===== src/rtl/uart_rdy_pkg.sv =====
`timescale 1ns/1ps
package uart_rdy_pkg;

  typedef enum logic {
    RDY_LEVEL = 1'b0,
    RDY_BLOCK = 1'b1
  } rdy_mode_e;

  // Ring pointer advance for an arbitrary depth.
  function automatic int unsigned wrap_inc(input int unsigned ptr, input int unsigned depth);
    return (ptr == depth - 1) ? 0 : ptr + 1;
  endfunction

  // Fill count after one cycle of accepted push/pop.
  function automatic int unsigned level_next(input int unsigned lvl, input logic acc_push,
                                             input logic acc_pop);
    int unsigned r;
    r = lvl;
    if (acc_push && !acc_pop) r = lvl + 1;
    if (!acc_push && acc_pop) r = lvl - 1;
    return r;
  endfunction

  // Receive threshold in bytes for a 2-bit code, never above the depth.
  function automatic int unsigned trig_bytes(input logic [1:0] sel, input int unsigned depth);
    int unsigned b;
    case (sel)
      2'd0:    b = 1;
      2'd1:    b = 8;
      2'd2:    b = 16;
      default: b = 28;
    endcase
    return (b > depth) ? depth : b;
  endfunction

endpackage


===== src/rtl/byte_fifo.sv =====
`timescale 1ns/1ps
module byte_fifo
  import uart_rdy_pkg::*;
#(
  parameter int DEPTH = 32,
  parameter int WIDTH = 8,
  localparam int PTR_W = (DEPTH > 1) ? $clog2(DEPTH) : 1,
  localparam int LVL_W = $clog2(DEPTH + 1)
) (
  input  logic             clk,
  input  logic             rst,
  input  logic             push,
  input  logic [WIDTH-1:0] push_data,
  input  logic             pop,
  output logic [WIDTH-1:0] head_data,
  output logic [LVL_W-1:0] level,
  output logic             full,
  output logic             empty,
  output logic             push_drop,
  output logic             pop_drop
);

  logic [WIDTH-1:0] mem [DEPTH];
  logic [PTR_W-1:0] wr_ptr;
  logic [PTR_W-1:0] rd_ptr;
  logic             acc_push;
  logic             acc_pop;

  assign full      = (level == LVL_W'(DEPTH));
  assign empty     = (level == '0);
  assign acc_push  = push && !full;
  assign acc_pop   = pop && !empty;
  assign push_drop = push && full;
  assign pop_drop  = pop && empty;
  assign head_data = mem[rd_ptr];

  always_ff @(posedge clk) begin
    if (acc_push) mem[wr_ptr] <= push_data;
  end

  always_ff @(posedge clk) begin
    if (rst) begin
      wr_ptr <= '0;
      rd_ptr <= '0;
      level  <= '0;
    end else begin
      if (acc_push) wr_ptr <= PTR_W'(wrap_inc(32'(wr_ptr), DEPTH));
      if (acc_pop)  rd_ptr <= PTR_W'(wrap_inc(32'(rd_ptr), DEPTH));
      level <= LVL_W'(level_next(32'(level), acc_push, acc_pop));
    end
  end

endmodule


===== src/rtl/rx_rdy_ctl.sv =====
`timescale 1ns/1ps
module rx_rdy_ctl
  import uart_rdy_pkg::*;
#(
  parameter int DEPTH = 32,
  localparam int LVL_W = $clog2(DEPTH + 1)
) (
  input  logic             clk,
  input  logic             rst,
  input  rdy_mode_e        mode,
  input  logic [LVL_W-1:0] level,
  input  logic             empty,
  input  logic [LVL_W-1:0] trig,
  input  logic             timeout,
  output logic             rdy_n
);

  logic held_q;
  logic evt_trig;
  logic evt_tmo;
  logic lvl_view;

  // Level view: high while empty.
  assign lvl_view = empty;
  assign evt_trig = (level >= trig);
  assign evt_tmo  = timeout && !empty;

  always_ff @(posedge clk) begin
    if (rst) begin
      held_q <= 1'b1;
    end else if (mode == RDY_LEVEL) begin
      held_q <= lvl_view;
    end else if (empty) begin
      held_q <= 1'b1;
    end else if (evt_trig || evt_tmo) begin
      held_q <= 1'b0;
    end
  end

  assign rdy_n = (mode == RDY_BLOCK) ? held_q : lvl_view;

endmodule


===== src/rtl/tx_rdy_ctl.sv =====
`timescale 1ns/1ps
module tx_rdy_ctl
  import uart_rdy_pkg::*;
#(
  parameter int DEPTH = 32,
  localparam int LVL_W = $clog2(DEPTH + 1)
) (
  input  logic             clk,
  input  logic             rst,
  input  rdy_mode_e        mode,
  input  logic [LVL_W-1:0] level,
  input  logic             empty,
  output logic             rdy_n
);

  logic held_q;
  logic evt_full;
  logic evt_one_free;
  logic lvl_view;

  // Level view: high while holding data.
  assign lvl_view     = !empty;
  assign evt_full     = (level == LVL_W'(DEPTH));
  assign evt_one_free = (level == LVL_W'(DEPTH - 1));

  always_ff @(posedge clk) begin
    if (rst) begin
      held_q <= 1'b0;
    end else if (mode == RDY_LEVEL) begin
      held_q <= lvl_view;
    end else if (evt_full) begin
      held_q <= 1'b1;
    end else if (evt_one_free) begin
      held_q <= 1'b0;
    end
  end

  assign rdy_n = (mode == RDY_BLOCK) ? held_q : lvl_view;

endmodule


===== src/rtl/uart_fifo_ready.sv =====
`timescale 1ns/1ps
module uart_fifo_ready
  import uart_rdy_pkg::*;
#(
  parameter int DEPTH = 32,
  parameter int WIDTH = 8,
  localparam int LVL_W = $clog2(DEPTH + 1),
  localparam int N_ERR = 4
) (
  input  logic             clk,
  input  logic             rst,
  input  logic             dma_mode,
  input  logic [1:0]       rx_trig_sel,
  input  logic             host_wr,
  input  logic [WIDTH-1:0] host_wdata,
  input  logic             host_rd,
  output logic [WIDTH-1:0] host_rdata,
  input  logic             ser_pop,
  output logic [WIDTH-1:0] ser_tdata,
  input  logic             ser_push,
  input  logic [WIDTH-1:0] ser_rdata,
  input  logic             rx_timeout,
  output logic             rxrdy_n,
  output logic             txrdy_n,
  output logic [LVL_W-1:0] tx_level,
  output logic [LVL_W-1:0] rx_level,
  output logic             tx_full,
  output logic             tx_empty,
  output logic             rx_full,
  output logic             rx_empty,
  output logic             tx_ovf,
  output logic             tx_unf,
  output logic             rx_ovf,
  output logic             rx_unf
);

  rdy_mode_e        mode;
  logic [LVL_W-1:0] rx_trig_lvl;
  logic             tx_wr_drop;
  logic             tx_rd_drop;
  logic             rx_wr_drop;
  logic             rx_rd_drop;
  logic [N_ERR-1:0] err_evt;
  logic [N_ERR-1:0] err_q;

  assign mode        = dma_mode ? RDY_BLOCK : RDY_LEVEL;
  assign rx_trig_lvl = LVL_W'(trig_bytes(rx_trig_sel, DEPTH));

  byte_fifo #(.DEPTH(DEPTH), .WIDTH(WIDTH)) i_tx_q (
    .clk       (clk),
    .rst       (rst),
    .push      (host_wr),
    .push_data (host_wdata),
    .pop       (ser_pop),
    .head_data (ser_tdata),
    .level     (tx_level),
    .full      (tx_full),
    .empty     (tx_empty),
    .push_drop (tx_wr_drop),
    .pop_drop  (tx_rd_drop)
  );

  byte_fifo #(.DEPTH(DEPTH), .WIDTH(WIDTH)) i_rx_q (
    .clk       (clk),
    .rst       (rst),
    .push      (ser_push),
    .push_data (ser_rdata),
    .pop       (host_rd),
    .head_data (host_rdata),
    .level     (rx_level),
    .full      (rx_full),
    .empty     (rx_empty),
    .push_drop (rx_wr_drop),
    .pop_drop  (rx_rd_drop)
  );

  rx_rdy_ctl #(.DEPTH(DEPTH)) i_rx_rdy (
    .clk     (clk),
    .rst     (rst),
    .mode    (mode),
    .level   (rx_level),
    .empty   (rx_empty),
    .trig    (rx_trig_lvl),
    .timeout (rx_timeout),
    .rdy_n   (rxrdy_n)
  );

  tx_rdy_ctl #(.DEPTH(DEPTH)) i_tx_rdy (
    .clk   (clk),
    .rst   (rst),
    .mode  (mode),
    .level (tx_level),
    .empty (tx_empty),
    .rdy_n (txrdy_n)
  );

  // Sticky error bits: 0 tx over, 1 tx under, 2 rx over, 3 rx under.
  assign err_evt = {rx_rd_drop, rx_wr_drop, tx_rd_drop, tx_wr_drop};

  for (genvar g = 0; g < N_ERR; g++) begin : g_sticky
    always_ff @(posedge clk) begin
      if (rst)             err_q[g] <= 1'b0;
      else if (err_evt[g]) err_q[g] <= 1'b1;
    end
  end

  assign tx_ovf = err_q[0];
  assign tx_unf = err_q[1];
  assign rx_ovf = err_q[2];
  assign rx_unf = err_q[3];

endmodule


===== config.mk =====
export PLATFORM = sky130hd
export DESIGN_NAME = uart_fifo_ready
export DESIGN_NICKNAME = d
export VERILOG_FILES = /design/src/rtl/uart_rdy_pkg.sv /design/src/rtl/byte_fifo.sv /design/src/rtl/rx_rdy_ctl.sv /design/src/rtl/tx_rdy_ctl.sv /design/src/rtl/uart_fifo_ready.sv
export SDC_FILE = /design/constraint.sdc
export NUM_CORES = 1
export LEC_CHECK = 0
export ABC_CLOCK_PERIOD_IN_PS = 3400
export BUFFER_PORTS_ARGS = -buffer_cell sky130_fd_sc_hd__buf_2
export CORE_ASPECT_RATIO = 0.5
export CORE_MARGIN = 4
export CORE_UTILIZATION = 30
export DETAILED_ROUTE_END_ITERATION = 12
export PLACE_DENSITY_LB_ADDON = 0.2
export SLEW_MARGIN = 25
export SYNTH_ARGS = -nofsm -noshare
export SYNTH_HDL_FRONTEND = slang
export SYNTH_SLANG_ARGS = --single-unit
export TNS_END_PERCENT = 30

===== constraint.sdc =====
create_clock -name clk -period 3.4 [get_ports clk]
set_input_delay 0.34 -clock clk [delete_from_list [all_inputs] [get_ports clk]]
set_output_delay 0.34 -clock clk [all_outputs]
set_load 0.05 [all_outputs]

# Word level (Yosys, flattened, before mapping)
# Memories as Yosys holds them, arrays and structs flattened. A register that Yosys moved wholly into a read port is not among the register bits.
# Cells that the tools add are included.
# word_totals
input_bits	26
regBits	38
ram_bits	512
memories	2
output_inout_bits	38
# memory_table
name	depth	word_bits	rd	rd_ports_with_merged_regs	write_ports	line_no	rtl
i_rx_q.mem	32	8	1	1	1	byte_fifo.sv:23	logic [WIDTH-1:0] mem [DEPTH];
i_tx_q.mem	32	8	1	1	1	byte_fifo.sv:23	
# op_classes
eq_ne	11
muxes	27
n_lt_le_gt_ge	2
n_addsub	8
reduce_logical	27
# op_table
op	count
$mux W5	8
$gt A32 B6 Y1 const B	1
$mux W6	5
$add A5 B1 Y5 const B	4
$eq A5 B5 Y1 const B	4
$pmux W5 S3	1
$logic_and A1 B1 Y1	13
$mux W1	13
$add A6 B1 Y6 const B	2
$eq A6 B6 Y1 const B	2
$logic_not A6 Y1	2
$sub A6 B1 Y6 const B	2
$logic_not A1 Y1	8
$eq A6 B5 Y1 const B	1
$ge A6 B6 Y1	1
$reduce_bool A2 Y1	2
$ne A3 B2 Y1 const B	1
$ne A3 B3 Y1 const B	1
$eq A2 B1 Y1 const B	1
$eq A2 B2 Y1 const B	1
$logic_not A2 Y1	1
$logic_or A1 B1 Y1	1

# Depth between registers and ports, before layout
# depth
depth_word	9
ltp_mapped	12

# By module
# A second synthesis with hierarchy kept.
# unflattened
hier_cells	1335
hier_area_um2	22676.7
# modules_own_cells
mod	area_each_um2	n_inst	cells_per_inst
byte_fifo	11121.9	2	642
rx_rdy_ctl	191.4	1	24
uart_fifo_ready	141.4	1	13
tx_rdy_ctl	100.1	1	14

# Worst setup path after synthesis
# Ideal clock, no wire load.
# synth_timing
path_type	reg2out
from	register i_tx_q.level[1]
to	output port txrdy_n
path_buffers	1
required_ns	3.060
setup_slack_ns	-0.097
arrival_ns	3.157
path_stages_with_launch	5
path_cell_list	dfxtp_1 -> or4_1 -> buf_2 -> nor3_1 -> mux2i_1
# synth_between
elab_chain_len	3
# synth_rtl
item	line_no	rtl
from (decl)	byte_fifo.sv:16	output logic [LVL_W-1:0] level,
from (signal assigned)	byte_fifo.sv:49	level <= LVL_W'(level_next(32'(level), acc_push, acc_pop));
$logic_not A6 Y1	byte_fifo.sv:30	assign empty = (level == '0);
named net tx_empty	uart_fifo_ready.sv:28	output logic tx_empty,
$logic_not A1 Y1	tx_rdy_ctl.sv:22	assign lvl_view = !empty;
$mux W1	tx_rdy_ctl.sv:38	assign rdy_n = (mode == RDY_BLOCK) ? held_q : lvl_view;
to (decl)	uart_fifo_ready.sv:24	output logic txrdy_n,
# The timed path passes the listed nets, and every way through them passes these cells.

==> impl_metrics.ini <==
[finish]
final_util_pct = 34.4
nets = 1289
insertedDiodeCount = 0
area_growth_pct = 13.7
final_layout_size_suffix_gt1_share_pct = 23.9

[power]
p_leak_uw = 0.00775
irDropWorstVdd_v = 0.000374
pwr-share-clk_pct = 30.6
switching_power_uw = 5530
powerDensity_nw_per_um2 = 723
p_int_uw = 12600
totalPowerFinal_uw = 18200
pwr-share-seq_pct = 44.6
pwr-share-comb_pct = 24.8
swShare_pct = 30.5

[timing]
skew_ns = 0.0153
slew_headroom_pct = 36.4
finalHoldViolCount = 0
finalCritPeriodShare_pct = 95.9
finalSetupViolations = 0
drv_slew = 0
layout_min_cycle_time_ns = 3.26
worst-slew-pin-transition_ns = 0.950
final.setup.worst_slack_ns = 0.140
grt_setup_unrepaired = no
timing.fmax_mhz = 307

[synthesis]
ys_seq_area_share_pct = 74.0
synthDistinctLibCells = 56
synth_area_per_cell_um2 = 18.9
syn_inst = 1171
synth_edf_count = 512
synth_warnings = 0
async_reset_ff_share_pct = 0
syn-num-nets = 1221
syn-cell-area_um2 = 22100
synth-seq-cells = 560
ys.flop_type = edfxtp_1

[floorplanning]
die_x_um = 392
pin_count = 64
rows = 70
die_area_um2 = 78300
die_h_um = 200
core_area_um2 = 73000
initial_utilization_pct = 30.3

[route]
vias = 11100
final_antenna_net_count = 0
routed_wl_mm = 50.4
drc = 0
via_per_inst = 4.94
drtIter0Drc = 838
wire_per_inst_um = 22.4
drtPass1Iterations = 7

[placed_design]
dpl.hpwl_mm = 31.1
pre_cts_ws_ns = 0.319
place_congestion = 0.762
port_buffers = 63

[clock_network]
clock_path_buffers = 3
hold_buffers = 0
cts_buffers = 53
insertion_delay_ns = 0.59
cts_root_buffer = clkbuf_16
cts_resized = 0
postCtsSetupBuffers = 0
clk_pin_slew_worst_paths_ns = 0.06
cts_max_level = 2
clock_sinks = 560
cts_tree = yes

[worst_setup_path]
start_kind = flip-flop
worstPathMaxFanout = 32
cp.arrival_ns = 2.92
endpoint_kind = output pin
rr_startpoint = i_tx_q.level[2]$_SDFFE_PP0P_
path_class = flip-flop to output pin
critPathRequiredTime_ns = 3.06

[global_routing]
use_met1_pct = 17.3
overflow = 0
grt_pass1_vias = 11500
track_usage_pct = 12.8
gr-usage-met2_pct = 22.0
grt_pass1_wl_mm = 75.4
grt_antenna_before_repair = 0
gr-max-usage-layer = met2
grt_use_met3_pct = 2.15
grt_max_degree = 65

[flow_run]
maxCapViolCount = 0

[outcome]
status = finished, final reports clean

[worst_hold_path]
hold_start = host_wr
hold_path.class = primary input to flip-flop
synthesized netlist by cell type, drive strengths merged (2+ instances only):
| cell | n | area share [%] |
|---|---|---|
| o21ai | 14 | 0.32 |
| xor2 | 6 | 0.24 |
| and3 | 4 | 0.11 |
| nor4b | 2 | 0.079 |
| mux4 | 128 | 13 |
| a21o | 3 | 0.10 |
| nor2b | 4 | 0.11 |
| o31a | 2 | 0.16 |
| a32oi | 2 | 0.079 |
| or3 | 13 | 0.37 |
| mux2 | 5 | 0.25 |
| nor4 | 16 | 0.45 |
| nor2 | 100 | 1.7 |
| dfxtp | 48 | 4.4 |
| nand4 | 2 | 0.057 |
| a31oi | 7 | 0.20 |
| nand3b | 15 | 0.51 |
| or4b | 4 | 0.18 |
| nand2b | 2 | 0.057 |
| nand3 | 9 | 0.20 |
| ha | 24 | 1.4 |
| nor3 | 6 | 0.14 |
| buf | 32 | 0.69 |
| a21oi | 27 | 0.61 |
| edfxtp | 512 | 70 |
| o311ai | 2 | 0.079 |
| mux2i | 7 | 0.32 |
| inv | 16 | 0.29 |
| o31ai | 2 | 0.19 |
| o22ai | 66 | 1.9 |
| clkbuf | 32 | 0.55 |
| a22oi | 3 | 0.10 |
| or3b | 8 | 0.32 |
| or4 | 6 | 0.22 |
| nand2 | 28 | 0.48 |
registers in the layout, summed over array words and instances (netlist names), named ones only:
register,flops
i_tx_q.wr_ptr,5
rx_unf,1
i_tx_q.level,6
i_rx_rdy.held_q,1
tx_ovf,1
i_rx_q.mem,256
rx_ovf,1
tx_unf,1
i_tx_q.rd_ptr,5
i_rx_q.rd_ptr,5
i_rx_q.wr_ptr,5
i_tx_q.mem,256
i_rx_q.level,6
i_tx_rdy.held_q,1
critical path: stages, from the launching register on:
cell,delay (ns)
dfxtp_4,0.61
buf_12,0.32
mux4_2,0.30
o22ai_1,0.14
nor4_1,0.55
buf_2,0.37
worst paths after layout:
path	to	slack, ns	depth (start not counted)
worst max register to register	i_tx_q.level[4]$_SDFFE_PP0P_	0.31	10
worst min-delay path	tx_ovf$_SDFFE_PP0P_	0.04	3
worst max-delay path	ser_tdata[6]	0.14	5
worst min register to register	rx_ovf$_SDFFE_PP0P_	0.47	2
cell type report:
type,instances,area [um^2]
multi-input cells,531,5420
flip-flops and latches,560,16300
well taps,972,1220
fillers,6812,47800
clock inverters,31,208
inverters,16,65.1
repair buffers,77,495
clock buffers,64,1370
logic make-up after synthesis:
| family | Yosys count | share of synthesized area [%] |
|---|---|---|
| flip-flops | 560 | 74.0 |
| AND/OR/NAND/NOR | 224 | 5.18 |
| multiplexers | 140 | 13.6 |
| AO/OA/AOI/OAI | 136 | 4.05 |
| buffers and inverters | 80 | 1.54 |
| adder cells (fa/ha/maj) | 24 | 1.36 |
| XOR/XNOR | 7 | 0.278 |
per-layer routing:
layer | share of wire (%) | vias to the layer above | wire, um
met1 | 44 | 5866 | 22300
met4 | 1.8 | 0 | 927
met3 | 4.3 | 64 | 2180
met5 | 0 | - | 0
met2 | 50 | 242 | 25000
li1 | - | 4940 | -
metrics by stage:
stage	cells	area, um^2	setup TNS, ns	hold slack [ns]
floorplan	1171	22100	-0.0303	0.439
global placement	2156	23500	0	0.445
detailed placement	2156	23500	0	0.466
CTS	2251	25100	0	0.00977
global route	2251	25100	0	0.0566
finish	2251	25100	0	0.0388
power by group through the flow:
stage               clock (uW)  sequential (uW)  combinational, uW
finish                    5550             8090               4510
global route              5980             8150               4830
CTS                       5700             8100               4590
detailed placement           0             8250               4580
global placement             0             8230               4540
floorplan                    0             8230               3330
layout by cell type, fill, tap and decap left out, types with 3 or more instances in the layout:
cell and instances:
mux4_2 128, a22oi_1 3, dfxtp_1 44, clkinv_1 13
and3_1 4, buf_12 6, ha_1 24, nor2b_1 4
o22ai_1 66, buf_2 63, nand2_1 28, or3_1 13
inv_1 14, nand3_1 9, mux2i_1 7, or4b_2 3
nand3b_1 15, buf_4 8, clkbuf_16 53, clkbuf_1 11
xor2_1 6, or3b_2 8, a21oi_1 27, mux2_2 5
or4_1 5, nor3_1 5, o21ai_0 12, a31oi_1 7
clkinv_2 10, a21o_1 3, nor4_1 16, inv_6 4
nor2_1 100, edfxtp_1 512
Note: power is estimated with default switching activity, not from simulation.
